File: src/rtl/sdram_tmg_enc.sv
module sdram_tmg_enc #(
  parameter int NS_W       = 8,
  parameter int PER_W      = 16,
  parameter int MS_W       = 8,
  parameter int DIV_W      = 56,
  parameter int CAS_LSB    = 23,
  parameter int PRE_LSB    = 18,
  parameter int CMD_LSB    = 16,
  parameter int LEAD_LSB   = 14,
  parameter int RFA_LSB    = 2,
  parameter int RCD_LSB    = 0,
  parameter int FAST_PER   = 100,
  parameter logic [31:0] FAST_TW = 32'h0107_4015,
  parameter logic [31:0] SLOW_TW = 32'h0086_400D,
  parameter logic [31:0] FAST_RW = 32'h07F0_0000,
  parameter logic [31:0] SLOW_RW = 32'h05F0_0000
) (
  input  logic             clk,
  input  logic             rst_n,
  input  logic             start,
  input  logic             cfg_valid,
  input  logic [PER_W-1:0] period_x10,
  input  logic [3:0]       cas_lat,
  input  logic [NS_W-1:0]  t_pre_act_ns,
  input  logic [NS_W-1:0]  t_cmd_pre_ns,
  input  logic [NS_W-1:0]  t_lead_ns,
  input  logic [NS_W-1:0]  t_ref_act_ns,
  input  logic [NS_W-1:0]  t_ras_cas_ns,
  input  logic [4:0]       row_bits,
  input  logic [MS_W-1:0]  refresh_ms,
  output logic             valid,
  output logic [31:0]      timing_word,
  output logic [31:0]      refresh_word
);
  localparam int DVR_W = 24;
  localparam int CNT_W = $clog2(DIV_W + 1);
  localparam int N_OPS = 7;

  typedef enum logic [1:0] {S_IDLE, S_LOAD, S_RUN, S_DONE} st_t;
  st_t st;

  logic [2:0]       op;
  logic [CNT_W-1:0] cnt;
  logic [DVR_W-1:0] rem, dvr;
  logic [DIV_W-1:0] q;

  logic             l_cfg;
  logic [PER_W-1:0] l_per;
  logic [3:0]       l_cas;
  logic [NS_W-1:0]  l_ns [5];
  logic [4:0]       l_rows;
  logic [MS_W-1:0]  l_ms;

  logic [3:0]       clk_r [5];
  logic [DIV_W-1:0] fk;
  logic [13:0]      rcnt;

  logic [DIV_W-1:0] dvd_in, scaled;
  logic [DVR_W-1:0] dvr_in;
  logic [DVR_W:0]   tmp;
  logic             ge;
  logic [DVR_W-1:0] rem_nx;
  logic [DIV_W-1:0] q_nx;
  logic [3:0]       q_sat;

  assign scaled = (DIV_W'(l_ms) * DIV_W'(32'd1_000_000)) >> l_rows;

  always_comb begin
    dvd_in = '0;
    dvr_in = DVR_W'(l_per);
    if (op < 3'd5) begin
      dvd_in = DIV_W'(l_ns[op]) * DIV_W'(10) + DIV_W'(l_per);
    end else if (op == 3'd5) begin
      dvd_in = DIV_W'(32'd10_000_000);
    end else begin
      dvd_in = scaled * fk;
      dvr_in = DVR_W'(32'd1_000_000);
    end
  end

  assign tmp    = {rem, q[DIV_W-1]};
  assign ge     = tmp >= {1'b0, dvr};
  assign rem_nx = ge ? DVR_W'(tmp - {1'b0, dvr}) : tmp[DVR_W-1:0];
  assign q_nx   = {q[DIV_W-2:0], ge};
  assign q_sat  = (|q_nx[DIV_W-1:4]) ? 4'hF : q_nx[3:0];

  function automatic logic [1:0] enc_mid(input logic [3:0] c, input logic [1:0] fb);
    return (c >= 4'd2 && c <= 4'd4) ? 2'(c - 4'd1) : fb;
  endfunction

  logic [1:0] e_cas, e_pre, e_cmd, e_lead, e_rcd;
  logic [2:0] e_rfa;
  logic [31:0] tw_calc, rw_calc;

  assign e_cas  = (l_cas < 4'd2) ? 2'd1 : (l_cas > 4'd4) ? 2'd3 : 2'(l_cas - 4'd1);
  assign e_pre  = enc_mid(clk_r[0], 2'd3);
  assign e_cmd  = enc_mid(clk_r[1], 2'd3);
  assign e_lead = enc_mid(clk_r[2], 2'd1);
  assign e_rfa  = (clk_r[3] >= 4'd4 && clk_r[3] <= 4'd10) ? 3'(clk_r[3] - 4'd4) : 3'd6;
  assign e_rcd  = enc_mid(clk_r[4], 2'd3);

  always_comb begin
    tw_calc = '0;
    tw_calc[CAS_LSB  +: 2] = e_cas;
    tw_calc[PRE_LSB  +: 2] = e_pre;
    tw_calc[CMD_LSB  +: 2] = e_cmd;
    tw_calc[LEAD_LSB +: 2] = e_lead;
    tw_calc[RFA_LSB  +: 3] = e_rfa;
    tw_calc[RCD_LSB  +: 2] = e_rcd;
  end

  assign rw_calc = 32'(rcnt & 14'h3FF8) << 16;

  always_ff @(posedge clk or negedge rst_n) begin
    if (!rst_n) begin
      st           <= S_IDLE;
      op           <= '0;
      cnt          <= '0;
      rem          <= '0;
      dvr          <= '0;
      q            <= '0;
      l_cfg        <= 1'b0;
      l_per        <= '0;
      l_cas        <= '0;
      l_rows       <= '0;
      l_ms         <= '0;
      fk           <= '0;
      rcnt         <= '0;
      valid        <= 1'b0;
      timing_word  <= '0;
      refresh_word <= '0;
      for (int i = 0; i < 5; i++) begin
        l_ns[i]  <= '0;
        clk_r[i] <= '0;
      end
    end else if (start) begin
      l_cfg   <= cfg_valid;
      l_per   <= period_x10;
      l_cas   <= cas_lat;
      l_ns[0] <= t_pre_act_ns;
      l_ns[1] <= t_cmd_pre_ns;
      l_ns[2] <= t_lead_ns;
      l_ns[3] <= t_ref_act_ns;
      l_ns[4] <= t_ras_cas_ns;
      l_rows  <= row_bits;
      l_ms    <= refresh_ms;
      op      <= '0;
      valid   <= 1'b0;
      st      <= cfg_valid ? S_LOAD : S_DONE;
    end else begin
      case (st)
        S_LOAD: begin
          q   <= dvd_in;
          dvr <= dvr_in;
          rem <= '0;
          cnt <= CNT_W'(DIV_W);
          st  <= S_RUN;
        end
        S_RUN: begin
          q   <= q_nx;
          rem <= rem_nx;
          cnt <= cnt - 1'b1;
          if (cnt == CNT_W'(1)) begin
            case (op)
              3'd0: clk_r[0] <= q_sat;
              3'd1: clk_r[1] <= q_sat;
              3'd2: clk_r[2] <= q_sat;
              3'd3: clk_r[3] <= q_sat;
              3'd4: clk_r[4] <= q_sat;
              3'd5: fk       <= q_nx;
              default: rcnt  <= q_nx[13:0];
            endcase
            if (op == 3'(N_OPS - 1)) st <= S_DONE;
            else begin
              op <= op + 1'b1;
              st <= S_LOAD;
            end
          end
        end
        S_DONE: begin
          valid <= 1'b1;
          st    <= S_IDLE;
          if (l_cfg) begin
            timing_word  <= tw_calc;
            refresh_word <= rw_calc;
          end else if (l_per < PER_W'(FAST_PER)) begin
            timing_word  <= FAST_TW;
            refresh_word <= FAST_RW;
          end else begin
            timing_word  <= SLOW_TW;
            refresh_word <= SLOW_RW;
          end
        end
        default: ;
      endcase
    end
  end
endmodule

File: config.mk
export PLATFORM = sky130hd
export DESIGN_NAME = sdram_tmg_enc
export DESIGN_NICKNAME = d
export VERILOG_FILES = /design/src/rtl/sdram_tmg_enc.sv
export SDC_FILE = /design/constraint.sdc
export NUM_CORES = 2
export LEC_CHECK = 0
export BUFFER_PORTS_ARGS = -buffer_cell sky130_fd_sc_hd__buf_4
export CORE_MARGIN = 1
export CORE_UTILIZATION = 31
export CTS_CLUSTER_DIAMETER = 100
export DETAILED_ROUTE_END_ITERATION = 6
export PLACE_DENSITY = 0.44
export SETUP_SLACK_MARGIN = 0.2
export SLEW_MARGIN = 10
export SYNTH_ARGS = -nofsm -noshare
export SYNTH_HDL_FRONTEND = slang
export SYNTH_SLANG_ARGS = --single-unit
File: constraint.sdc
create_clock -name clk -period 29.8 [get_ports clk]
set_input_delay 1.49 -clock clk [delete_from_list [all_inputs] [get_ports clk]]
set_output_delay 1.49 -clock clk [all_outputs]
set_load 0.01 [all_outputs]
==> Implementation_results.wiki <==
{| class="wikitable"
! Metric !! Value
|-
| Gates resized, CTS repair || 0
|-
| Die span in x || 428.2 um
|-
| Global route overflow || 0
|-
| Global-route total usage across every layer || 21.13%
|-
| Slowest Stage Delay on Critical Path || 1.10 ns
|-
| Startpoint of the lowest-slack register-to-register path || l_ms[2]
|-
| Most frequently used flop master after synthesis || sky130_fd_sc_hd__dfrtp_1
|-
| Number of synthesized flops with an enable pin || 0
|-
| Area after DPL || 59600 sq um
|-
| Final clock period utilization by the worst path || 49.41%
|-
| Count of port buffers added during placement || 101
|-
| Largest cells by area after synthesis || sky130_fd_sc_hd__fa_1, sky130_fd_sc_hd__dfrtp_1, sky130_fd_sc_hd__ha_1
|-
| Hold Crit Class || flop to flop
|-
| I/O pin count || 142
|-
| Combinational family with the most area after synthesis || adder cells
|-
| Clk sink count || 294
|-
| Final count of negative-setup-slack endpoints || 0
|-
| Synth Register Bits || 294
|-
| Total power per unit cell area || 40.27 nW/um^2
|-
| Status || finished clean
|-
| Fill cell instance count of the final layout || 18726
|-
| Critical path launch point || l_ms[2]
|-
| Placeable core area || 180500 sq um
|-
| Number of nets in the layout || 7652
|-
| Multiplexer fraction of the synthesized cell area || 4.166%
|-
| Post-synth ARST share || 100.0%
|-
| Clock skew || 0.06482 ns
|-
| Total of max-cap violations || 0
|-
| Number of rows in the core area || 156
|-
| Post-synthesis xor/xnor area fraction || 2.346%
|-
| Peak ir drop on the vdd network || 0.06824 mV
|-
| Post-DR vias/cell || 4.843
|-
| Hold buffer count at cts || 0
|-
| Leakage power || 31.01 nW
|-
| Data arrival time of the worst path || 15.22 ns
|-
| Share of the core filled with cells || 33.83%
|-
| Share of cells above drive strength 1 || 8.023%
|-
| Netlist area before placement || 56320 sq um
|-
| Initial Utilization || 31.19%
|-
| Minimum clock period after layout || 14.72 ns
|-
| Critical Path Sink Type || flop
|-
| Crit path max-delay cell type || sky130_fd_sc_hd__and2_0
|-
| Avg WL per Cell || 22.39 um
|-
| Final HPWL DP || 141500 um
|-
| Final weighted congestion of routability-driven global placement || 0.8732
|-
| Adder-Cell Fraction of Synth Area || 46.92%
|-
| Total number of vias || 41135
|-
| Area of all placed cells without fillers || 61070 sq um
|-
| Insertion delay to the later sink of the worst-skew pair || 0.63 ns
|-
| Die footprint || 183400 sq um
|-
| Top-area cell type share of the netlist area || 37.15%
|-
| Area growth from synthesis to layout || 8.447%
|-
| Buffer depth of the longest clock path || 3
|-
| Num CTS Buffers || 42
|-
| Complex-gate fraction of the synthesized area || 6.758%
|-
| Sequential-to-total area share from yosys stat || 13.06%
|-
| Cell repeated most along the worst path || sky130_fd_sc_hd__fa_1
|-
| Critical path type || flop to flop
|-
| DR pass1 iterations || 5
|-
| Drt initial violations || 2535
|-
| Worst EP required || 30.30 ns
|-
| DRT antenna net count || 0
|-
| Worst hold path startpoint || timing_word[16]
|-
| CTS tree || done
|-
| Wire length of the first global-routing pass || 291900 um
|-
| Setup repair after global routing missed its margin || false
|-
| Clock slew at the register clock pins of the worst setup and hold paths || 0.06 ns
|-
| Maximum clock rate || 67.92 MHz
|-
| Post-detailed-route DRC marker count || 0
|-
| Sort of element at the start of the critical path || flop
|-
| Final Hold Violating Endpoints || 0
|-
| Antenna violations before repair || 11
|-
| Basic-gate share of the synthesized area counting and, or, nand and nor cells || 14.99%
|-
| Cell variety after synth || 90
|-
| Total setup buffers inserted after CTS || 0
|-
| Sum of negative setup slack || 0 ns
|-
| Max H-tree Level || 2
|-
| Post-Syn Area per Cell || 9.088 sq um
|-
| Root buf cell || sky130_fd_sc_hd__clkbuf_16
|-
| Post-synthesis instance total || 6197
|-
| Tightest slew margin relative to the limit || 9.735%
|-
| Die extent in y || 428.2 um
|-
| Pin slew with the least headroom to its limit || 1.353 ns
|-
| Critical-path maximum fanout || 17
|-
| Number of global-route vias before repair || 44879
|-
| Number of max-slew violations in the final report || 0
|-
| Routed wire length || 190100 um
|-
| Library cell with the largest summed area after synthesis || sky130_fd_sc_hd__fa_1
|-
| Number of warnings printed during yosys synthesis || 0
|-
| Largest net degree at the start of global routing || 137
|}
[synth_stat cells (53+ instances only)]
master / n
sky130_fd_sc_hd__a21o_1: 53
sky130_fd_sc_hd__a21oi_1: 173
sky130_fd_sc_hd__and2_1: 529
sky130_fd_sc_hd__and3_1: 72
sky130_fd_sc_hd__clkbuf_1: 325
sky130_fd_sc_hd__dfrtp_1: 294
sky130_fd_sc_hd__fa_1: 1045
sky130_fd_sc_hd__ha_1: 440
sky130_fd_sc_hd__inv_1: 1334
sky130_fd_sc_hd__mux2_2: 151
sky130_fd_sc_hd__nand2_1: 825
sky130_fd_sc_hd__nor2_1: 141
sky130_fd_sc_hd__o21ai_0: 173
sky130_fd_sc_hd__xnor2_1: 99
[where the power goes]
| group | internal (mW) | leakage (nW) | total (mW) | switching [mW] |
|---|---|---|---|---|
| Sequential | 0.467 | 3.76 | 0.551 | 0.0835 |
| Combinational | 0.396 | 26.5 | 1.37 | 0.975 |
| Clock | 0.321 | 0.704 | 0.537 | 0.216 |
[cells in the final DEF, fill, tap and decap left out, types with 72 or more instances in the layout]
cell and n:
sky130_fd_sc_hd__xnor2_1 99, sky130_fd_sc_hd__dfrtp_1 280, sky130_fd_sc_hd__and3_1 72, sky130_fd_sc_hd__buf_4 192, sky130_fd_sc_hd__ha_1 439, sky130_fd_sc_hd__a21oi_1 169
sky130_fd_sc_hd__nor2_1 136, sky130_fd_sc_hd__inv_1 1334, sky130_fd_sc_hd__nand2_1 825, sky130_fd_sc_hd__mux2_2 150, sky130_fd_sc_hd__o21ai_0 172, sky130_fd_sc_hd__fa_1 1045
sky130_fd_sc_hd__and2_1 529
[layer usage]
metal | track usage (%) | routed length (um) | up-vias
li1 | - | - | 18497
met1 | 28.43 | 84170 | 21437
met2 | 36.13 | 91890 | 982
met3 | 2.607 | 9216 | 219
met4 | 4.735 | 4858 | 0
met5 | 0 | 0 | -
[state kept, by name (all words and copies together), names as in the netlist, 4 cells and up]
signal        cells
l_rows            5
timing_word      13
l_per            16
l_ms              8
l_cas             4
q                56
dvr              17
cnt               6
clk_r            20
l_ns             40
rem              24
rcnt             11
refresh_word     11
fk               56
[cell families (layout without fill, tap and decap cells)]
kind of cell	count (synthesis)	count (layout)
AOI/OAI and AO/OA	602	602
xor gates and xnor gates	142	142
adders and majority gates	1485	1485
buffers and inverters	1722	1606
DFF	294	294
muxes	208	208
other	1	43
and+or+nand+nor	1743	1743
[worst max-delay path, delay by kind of cell (launching register included)]
kind	cells	cell delay, ns
adders and majority gates	15	6.74
DFF	1	0.49
AOI/OAI and AO/OA	13	3.51
xor gates and xnor gates	4	0.71
and+or+nand+nor	7	2.33
buffers and inverters	8	0.76
[metrics by stage]
| stage | total power, mW | hold slack (ns) | cells | worst slack (ns) |
|---|---|---|---|---|
| 2_1_floorplan | 1.316 | 0.4485 | 6236 | 17.47 |
| 3_3_place_gp | 1.920 | 0.4635 | 8415 | 15.33 |
| 3_5_place_dp | 1.926 | 0.4722 | 8416 | 15.14 |
| 4_1_cts | 2.479 | 0.4874 | 8490 | 15.11 |
| 5_1_grt | 2.605 | 0.5128 | 8491 | 14.54 |
| 6_report | 2.459 | 0.4794 | 8493 | 15.08 |
[path summary, 6_finish.rpt]
check | slack (ns) | cells past startpoint | endpoint
setup reg to reg | 15.08 | 47 | q[55]
min in group asynchronous | 0.93 | 1 | timing_word[2]
max in group asynchronous | 26.47 | 3 | fk[33]
setup / recovery | 15.08 | 47 | q[55]
hold / removal | 0.48 | 2 | timing_word[16]
hold reg to reg | 0.48 | 2 | timing_word[16]
[final cells by class]
type / count / area [sq um] / share of cell area, %
tap: 2370 / 2965 / 4.855
clock buffer: 55 / 1160 / 1.899
multi-input combinational: 4220 / 42750 / 70.00
inverter: 1337 / 5019 / 8.217
sequential: 294 / 7375 / 12.07
antenna: 3 / 7.507 / 0.01229
clock inverter: 19 / 307.8 / 0.5040
timing repair buffer: 195 / 1491 / 2.442
Note: power is estimated with default switching activity, not from simulation.
